--- src/rtl/cfg_load_pkg.sv ---
package cfg_load_pkg;

    typedef enum logic [2:0] {
        PH_IDLE, PH_POLL, PH_LOAD, PH_SHIFT, PH_WAIT
    } phase_e;

    typedef enum logic [2:0] {
        SG_ENABLE, SG_RESULT, SG_PROGRAM, SG_FRAME, SG_DISABLE, SG_RELEASE
    } stage_e;

    localparam logic [7:0] OP_ENABLE   = 8'h0B;
    localparam logic [7:0] OP_DISABLE  = 8'h0C;
    localparam logic [7:0] OP_READ     = 8'h01;
    localparam logic [7:0] OP_MODE     = 8'hAE;
    localparam logic [7:0] OP_MODE_ARG = 8'h01;
    localparam logic [7:0] OP_FRAME    = 8'hEE;
    localparam logic [7:0] OP_RELEASE  = 8'h23;

    localparam int FRAME_BYTES  = 16;
    localparam int RESULT_BYTES = 4;

    // index of the final byte of each transaction
    function automatic logic [4:0] stage_last(stage_e s);
        case (s)
            SG_RESULT:  return 5'(RESULT_BYTES);
            SG_PROGRAM: return 5'd1;
            SG_FRAME:   return 5'(FRAME_BYTES);
            default:    return 5'd0;
        endcase
    endfunction

    function automatic logic [7:0] stage_opcode(stage_e s);
        case (s)
            SG_ENABLE:  return OP_ENABLE;
            SG_RESULT:  return OP_READ;
            SG_PROGRAM: return OP_MODE;
            SG_FRAME:   return OP_FRAME;
            SG_DISABLE: return OP_DISABLE;
            default:    return OP_RELEASE;
        endcase
    endfunction

endpackage

--- src/rtl/cfg_spi_shifter.sv ---
module cfg_spi_shifter #(
    parameter int HALF_DIV = 2
) (
    input  logic       clk,
    input  logic       rst_n,
    input  logic       go,
    input  logic [7:0] tx_byte,
    output logic       tx_done,
    output logic [7:0] rx_byte,
    output logic       sclk,
    output logic       mosi,
    input  logic       miso
);
    localparam int DW = (HALF_DIV > 1) ? $clog2(HALF_DIV) : 1;

    typedef struct packed {
        logic          act;
        logic          sclk;
        logic [3:0]    nbit;
        logic [DW-1:0] div;
        logic [7:0]    tx;
        logic [7:0]    rx;
    } shf_t;

    shf_t q, d;

    always_comb begin
        d       = q;
        tx_done = 1'b0;
        if (!q.act) begin
            if (go) begin
                d.act  = 1'b1;
                d.tx   = tx_byte;
                d.nbit = '0;
                d.div  = '0;
                d.sclk = 1'b0;
            end
        end else if (q.div == DW'(HALF_DIV - 1)) begin
            d.div = '0;
            if (!q.sclk) begin
                d.sclk = 1'b1;
                d.rx   = {q.rx[6:0], miso};
                d.nbit = q.nbit + 4'd1;
            end else begin
                d.sclk = 1'b0;
                d.tx   = {q.tx[6:0], 1'b0};
                if (q.nbit == 4'd8) begin
                    d.act   = 1'b0;
                    tx_done = 1'b1;
                end
            end
        end else begin
            d.div = q.div + DW'(1);
        end
    end

    always_ff @(posedge clk or negedge rst_n) begin
        if (!rst_n) q <= '0;
        else        q <= d;
    end

    assign sclk    = q.sclk;
    assign mosi    = q.tx[7];
    assign rx_byte = q.rx;


    sclk_low_when_idle_chk: assert property (@(posedge clk) disable iff (!rst_n)
        !q.act |-> !sclk);


    mosi_stable_at_rise_chk: assert property (@(posedge clk) disable iff (!rst_n)
        $rose(sclk) |-> $stable(mosi));

endmodule

--- src/rtl/cfg_hold_timer.sv ---
module cfg_hold_timer #(
    parameter int HOLD_CYCLES = 50000
) (
    input  logic clk,
    input  logic rst_n,
    input  logic kick,
    output logic expired
);
    localparam int CW = $clog2(HOLD_CYCLES + 1);

    typedef struct packed {
        logic          run;
        logic          exp;
        logic [CW-1:0] cnt;
    } tmr_t;

    tmr_t q, d;

    always_comb begin
        d = q;
        if (kick) begin
            d.run = 1'b1;
            d.exp = 1'b0;
            d.cnt = '0;
        end else if (q.run) begin
            if (q.cnt == CW'(HOLD_CYCLES - 1)) begin
                d.run = 1'b0;
                d.exp = 1'b1;
            end else begin
                d.cnt = q.cnt + CW'(1);
            end
        end
    end

    always_ff @(posedge clk or negedge rst_n) begin
        if (!rst_n) q <= '0;
        else        q <= d;
    end

    assign expired = q.exp;


    no_early_expiry_chk: assert property (@(posedge clk) disable iff (!rst_n)
        kick |=> !expired);

endmodule

--- src/rtl/cfg_load_seq.sv ---
module cfg_load_seq
    import cfg_load_pkg::*;
#(
    parameter int LEN_W       = 20,
    parameter int SCK_DIV     = 2,
    parameter int CLK_HZ      = 50_000_000,
    parameter int HOLD_CYCLES = CLK_HZ / 1000
) (
    input  logic             clk,
    input  logic             rst_n,
    input  logic             start,
    input  logic [LEN_W-1:0] total_bytes,
    input  logic [7:0]       data_in,
    input  logic             data_valid,
    output logic             data_ready,
    output logic             poll_req,
    output logic             poll_want_ready,
    input  logic             poll_ack,
    input  logic             poll_fail,
    output logic             sclk,
    output logic             mosi,
    output logic             cs_n,
    input  logic             miso,
    output logic             busy,
    output logic             done,
    output logic             err,
    output logic             prog_mode
);
    localparam int FW = LEN_W - $clog2(FRAME_BYTES);

    typedef struct packed {
        phase_e        phase;
        stage_e        stage;
        logic [4:0]    idx;
        logic [FW-1:0] frames;
        logic [7:0]    res;
        logic          cs_n;
        logic          done;
        logic          err;
        logic          prog;
    } seq_t;

    seq_t q, d;

    logic       sh_go, sh_done, tmr_kick, tmr_exp, byte_avail;
    logic [7:0] sh_byte, sh_rx, res_new;

    cfg_spi_shifter #(.HALF_DIV(SCK_DIV)) i_shifter (
        .clk(clk), .rst_n(rst_n), .go(sh_go), .tx_byte(sh_byte),
        .tx_done(sh_done), .rx_byte(sh_rx), .sclk(sclk), .mosi(mosi), .miso(miso)
    );

    cfg_hold_timer #(.HOLD_CYCLES(HOLD_CYCLES)) i_hold (
        .clk(clk), .rst_n(rst_n), .kick(tmr_kick), .expired(tmr_exp)
    );

    // byte to put on the wire for the current position
    always_comb begin
        byte_avail = 1'b1;
        if (q.idx == '0) begin
            sh_byte = stage_opcode(q.stage);
        end else begin
            case (q.stage)
                SG_PROGRAM: sh_byte = OP_MODE_ARG;
                SG_FRAME: begin
                    sh_byte    = data_in;
                    byte_avail = data_valid;
                end
                default:    sh_byte = 8'h00;
            endcase
        end
    end

    assign res_new = q.res | ((q.stage == SG_RESULT && q.idx != '0) ? sh_rx : 8'h00);

    always_comb begin
        d        = q;
        sh_go    = 1'b0;
        tmr_kick = 1'b0;
        case (q.phase)
            PH_IDLE: begin
                if (start) begin
                    d.done = 1'b0;
                    d.err  = 1'b0;
                    if (total_bytes[3:0] != 4'd0) begin
                        d.err = 1'b1;
                    end else begin
                        d.frames = total_bytes[LEN_W-1:4];
                        d.stage  = SG_ENABLE;
                        d.phase  = PH_POLL;
                    end
                end
            end
            PH_POLL: begin
                if (poll_ack) begin
                    if (poll_fail) begin
                        d.err   = 1'b1;
                        d.phase = PH_IDLE;
                    end else begin
                        d.cs_n  = 1'b0;
                        d.idx   = '0;
                        d.res   = '0;
                        d.phase = PH_LOAD;
                    end
                end
            end
            PH_LOAD: begin
                if (byte_avail) begin
                    sh_go   = 1'b1;
                    d.phase = PH_SHIFT;
                end
            end
            PH_SHIFT: begin
                if (sh_done) begin
                    d.res = res_new;
                    if (q.idx != stage_last(q.stage)) begin
                        d.idx   = q.idx + 5'd1;
                        d.phase = PH_LOAD;
                    end else begin
                        d.cs_n  = 1'b1;
                        d.phase = PH_POLL;
                        case (q.stage)
                            SG_ENABLE: d.stage = SG_RESULT;
                            SG_RESULT: begin
                                if (res_new != 8'h00) begin
                                    d.err   = 1'b1;
                                    d.phase = PH_IDLE;
                                end else begin
                                    d.stage = SG_PROGRAM;
                                end
                            end
                            SG_PROGRAM: begin
                                d.prog  = 1'b1;
                                d.stage = (q.frames == '0) ? SG_DISABLE : SG_FRAME;
                            end
                            SG_FRAME: begin
                                d.frames = q.frames - FW'(1);
                                if (q.frames == FW'(1)) d.stage = SG_DISABLE;
                            end
                            SG_DISABLE: begin
                                tmr_kick = 1'b1;
                                d.phase  = PH_WAIT;
                            end
                            default: begin
                                d.prog  = 1'b0;
                                d.done  = 1'b1;
                                d.phase = PH_IDLE;
                            end
                        endcase
                    end
                end
            end
            PH_WAIT: begin
                if (tmr_exp) begin
                    d.stage = SG_RELEASE;
                    d.phase = PH_POLL;
                end
            end
            default: d.phase = PH_IDLE;
        endcase
    end

    always_ff @(posedge clk or negedge rst_n) begin
        if (!rst_n) begin
            q       <= '0;
            q.cs_n  <= 1'b1;
            q.phase <= PH_IDLE;
            q.stage <= SG_ENABLE;
        end else begin
            q <= d;
        end
    end

    assign cs_n            = q.cs_n;
    assign busy            = (q.phase != PH_IDLE);
    assign done            = q.done;
    assign err             = q.err;
    assign prog_mode       = q.prog;
    assign poll_req        = (q.phase == PH_POLL);
    assign poll_want_ready = (q.phase == PH_POLL) && (q.stage == SG_RESULT);
    assign data_ready      = (q.phase == PH_LOAD) && (q.stage == SG_FRAME) && (q.idx != '0);


    sclk_idle_chk: assert property (@(posedge clk) disable iff (!rst_n)
        cs_n |-> !sclk);


    cs_after_poll_chk: assert property (@(posedge clk) disable iff (!rst_n)
        $fell(cs_n) |-> $past(poll_ack && !poll_fail));


    err_released_chk: assert property (@(posedge clk) disable iff (!rst_n)
        err |-> (cs_n && !sclk));


    done_clears_prog_chk: assert property (@(posedge clk) disable iff (!rst_n)
        $rose(done) |-> !prog_mode);


    ready_in_frame_chk: assert property (@(posedge clk) disable iff (!rst_n)
        data_ready |-> !cs_n);

endmodule

--- config.mk ---
export PLATFORM = sky130hd
export DESIGN_NAME = cfg_load_seq
export DESIGN_NICKNAME = d
export VERILOG_FILES = /design/src/rtl/cfg_load_pkg.sv /design/src/rtl/cfg_spi_shifter.sv /design/src/rtl/cfg_hold_timer.sv /design/src/rtl/cfg_load_seq.sv
export SDC_FILE = /design/constraint.sdc
export NUM_CORES = 1
export LEC_CHECK = 0
export CORE_ASPECT_RATIO = 1.25
export CORE_MARGIN = 1.5
export CORE_UTILIZATION = 57
export DETAILED_ROUTE_END_ITERATION = 8
export PLACE_DENSITY = 0.76
export SYNTH_ARGS = -nofsm -noshare
export SYNTH_HDL_FRONTEND = slang
export SYNTH_SLANG_ARGS = --single-unit
--- constraint.sdc ---
create_clock -name clk -period 3.2 [get_ports clk]
set_clock_uncertainty 0.05 [all_clocks]
set_input_delay 0.64 -clock clk [delete_from_list [all_inputs] [get_ports clk]]
set_output_delay 0.64 -clock clk [all_outputs]
set_load 0.01 [all_outputs]
==> flow_results.org <==
** Layout
- Across the whole layout, storage elements account for 2000 um^2.
- The multi-input combinational cells in the finished layout cover a total of 2250 um^2.
- The number of antenna diodes in the final layout is 0.
- The net count of the finished layout is 581.
- The area growth from synthesis to layout is 18.0%.
- Of the cells placed in the final design, the portion with a size suffix greater than 1 is 8.27%.
- Fillers :: 612

** Clock tree
- Clock-pin slew on the worst setup and hold paths :: 0.08 ns
- Number of post-CTS setup repair buffers :: 0
- TritonCTS built the clock tree.
- CTS sink cnt :: 80
- Hold repair after CTS inserted 0 buffers.
- CTS placed an instance of clkbuf_8 at the clock tree root.
- At the later pin of the worst-skew pair, clock insertion delay measures 0.35 ns.
- Buffers inserted during clock tree synthesis total 9.
- H-tree Lvls :: 3
- No sink is reached through more buffers than the 2 on the longest clock path.

** Synth
- Fraction of post-synthesis cell area in the top cell type by area :: 44.6%
- The synthesized design spends more area on one cell type than any other, namely dfrtp_1.
- Syn Inst Count :: 497
- Commonest register cell after synthesis :: dfrtp_1
- Synthesized cell area :: 4430 um^2
- Proportion of synthesized flip-flops having asynchronous set or reset :: 100%
- For this run, the number of Yosys warnings is 0.
- Post-Synthesis Mean Instance Area :: 8.91 um^2
- The number of nets in the synthesized netlist is 539.
- In the post-synthesis netlist, the biggest area contributors are dfrtp_1 45%, nor2_1 5.3%, a21oi_1 4.6%, nand2_1 4.3%, nand3_1 2.6%.
- Count of flip-flops with a built-in enable after synthesis :: 0
- Fraction of the yosys area taken by sequential cells :: 45.2%
- Number of flip-flops and latches in the synthesized netlist :: 80
- Number of unique standard cell types used by synthesis :: 61

** STA
- Time the worst path needs with I/O delays and setup :: 3.06 ns
- The total count of max-transition violations in the final report came to 0.
- Maximum operating frequency :: 0.327 GHz
- The worst pin sits at a relative slew slack of 33.5%.
- For the pin with the worst max-slew slack, the measured transition is 0.998 ns.
- Setup repair after global routing left no endpoint under its margin.
- In the final timing run, aggregate negative setup slack is 0 ns.
- Share of the clock period used by the worst path :: 95.6%
- Final Setup Violations :: 0
- The tightest hold path in the finished design has a slack of 0.387 ns.
- Number of hold violations in the final report :: 0

** Setup path
- Maximum fanout count along the critical path :: 13
- The critical path is of the reg -> out type.
- Data on the critical path arrives at its endpoint at 2.37 ns.
- Across all register-to-register paths, the minimum setup slack is 0.40 ns.
- STA classifies the critical path endpoint as an output port.
- The worst setup path is launched from a register.
- Data required time of the worst path :: 2.51 ns

** Die
- FP Rows :: 35
- The die covers 8310 um^2.
- Die Y :: 102 um
- The initial utilization of the core area, before any placement, comes to 59.5%.
- In this run the count of I/O pins placed on the die edge is 45.
- Area of the core region :: 7440 um^2
- Die outline width :: 81.8 um

** Routing
- Using the TritonRoute via totals, the vias-per-cell ratio works out to 6.16.
- DRC Markers :: 0
- Drt pass-1 iters :: 5
- Once detail routing completed, the nets flagged for antenna violations numbered 0.
- WL per Instance :: 16.9 um
- Via count :: 3920
- Total length of routed wires :: 10700 um
- Violation count after the first detailed-route iteration :: 315

** Outcome
- Status :: finished clean

** Flow run
- The tool flagged a number of max-cap violations equal to 0.

** Power and ir drop
- Lkg Pwr :: 2.13 nW
- Peak supply drop :: 0.362 mV
- Power spread over the standard cell area amounts to 402 nW/um^2.

** Global route
- Number of global-route vias before repair :: 3708
- Number of antenna violations at the first check in global routing :: 0
- First-pass GRT wire length :: 17400 um
- Entering global routing, the biggest net connects 81 pins.
- Global routing finished with a remaining overflow of 0.
- In the global route stage, overall resource usage came out at 27.4%.

** Placement
- Number of input and output port buffers inserted :: 44
- Post-DP HPWL :: 7660 um
- Routability-driven placement finished with a final weighted congestion of 0.865.

** Min path
- Worst min-delay path category :: in -> async
==> synthesized netlist by cell type (4+ instances only) <==
cell / count
o21ai_1: 22
and3_1: 5
o31a_1: 4
nand3_1: 23
nor3_1: 20
nor2_1: 62
or3_1: 9
nand4_1: 4
a21oi_1: 41
nor4_1: 15
ha_1: 7
xor2_1: 12
a31oi_1: 8
dfrtp_1: 79
o21ai_0: 12
xnor2_1: 7
inv_1: 20
nand3b_1: 4
nand2_1: 51
clkbuf_1: 21
a221o_1: 7
==> repair_timing <==
action                                  CTS  global route
gates resized for setup                   0             1
hold endpoints to repair                  0             0
endpoints found under the setup margin    0             1
==> registers in the layout (all words and copies together) (netlist names) <==
name	cells
i_shifter.q	13
i_hold.q	17
i_shifter.rx_byte	8
q	35
done	1
err	1
prog_mode	1
i_shifter.sclk	1
i_hold.expired	1
cs_n	1
i_shifter.mosi	1
==> per-stage QoR <==
step | cell area [um^2] | utilization [%] | std cells | power, W | setup WS (ns)
floorplan | 4430 | - | 497 | 0.00111 | 0.824
global placement | 4970 | 66.8 | 620 | 0.00118 | 0.451
detailed placement | 4970 | 66.8 | 620 | 0.00119 | 0.388
CTS | 5220 | 70.2 | 636 | 0.00211 | 0.0715
global route | 5220 | 70.2 | 636 | 0.00217 | 0.0384
finish | 5220 | 70.2 | 636 | 0.00210 | 0.141
==> critical path: stages, from the launching register on <==
cell	delay [ns]
dfrtp_1	0.54
nand3b_1	0.35
or2_1	0.34
nor3_1	0.22
clkdlybuf4s50_1	0.58
==> final timing paths <==
check | start | end | depth (start not counted)
max in group asynchronous | rst_n | q[33]$_DFFE_PN0P_ | 1
min in group clk | cs_n$_DFFE_PN1P_ | cs_n$_DFFE_PN1P_ | 2
hold / removal | rst_n | i_shifter.rx_byte[0]$_DFFE_PN0P_ | 1
hold reg to reg | cs_n$_DFFE_PN1P_ | cs_n$_DFFE_PN1P_ | 2
setup / recovery | q[35]$_DFFE_PN0P_ | data_ready | 4
setup reg to reg | q[35]$_DFFE_PN0P_ | q[15]$_DFFE_PN0P_ | 6
==> cell type report <==
class | count | share of cell area [%]
flip-flops and latches | 80 | 38.4
clock inverters | 6 | 2.20
repair buffers | 55 | 9.96
inverters | 21 | 1.51
clock buffers | 10 | 2.63
multi-input cells | 372 | 43.1
well taps | 92 | 2.20
==> per-layer routing <==
metal	share of wire, %	wire length [um]	vias up	track usage, %
met3	4.9	522	28	3.06
met2	49	5290	146	44.1
met1	43	4570	1881	36.4
li1	-	-	1865	-
met4	3.2	341	0	13.6
met5	0	0	-	0
==> logic make-up after synthesis <==
group           count (synthesis)  synth area share (%)
compound gates                125                  19.1
buf+inv                        45                  3.90
xor+xnor                       19                  3.76
fa+ha+maj                       7                  1.98
simple gates                  216                  24.7
flops                          80                  45.2
mux                             5                  1.27
==> cell usage in the layout (no fill, tap or decap), types with 4 or more instances in the layout <==
cell type / n
dfrtp_1: 78
nor2_1: 62
nand2_1: 51
clkdlybuf4s50_1: 43
a21oi_1: 41
nand3_1: 23
o21ai_1: 22
inv_1: 20
nor3_1: 20
nor4_1: 15
xor2_1: 12
o21ai_0: 12
buf_4: 12
clkbuf_8: 10
or3_1: 9
a31oi_1: 8
a221o_1: 7
xnor2_1: 7
ha_1: 7
and3_1: 5
nand4_1: 4
nand3b_1: 4
o31a_1: 4
==> power breakdown <==
group / internal, W / switching, W
sequential: 0.00103 / 0.0000193
combinational: 0.0000617 / 0.0000594
clock: 0.000544 / 0.000388
Power figures use the tool's default switching activity.
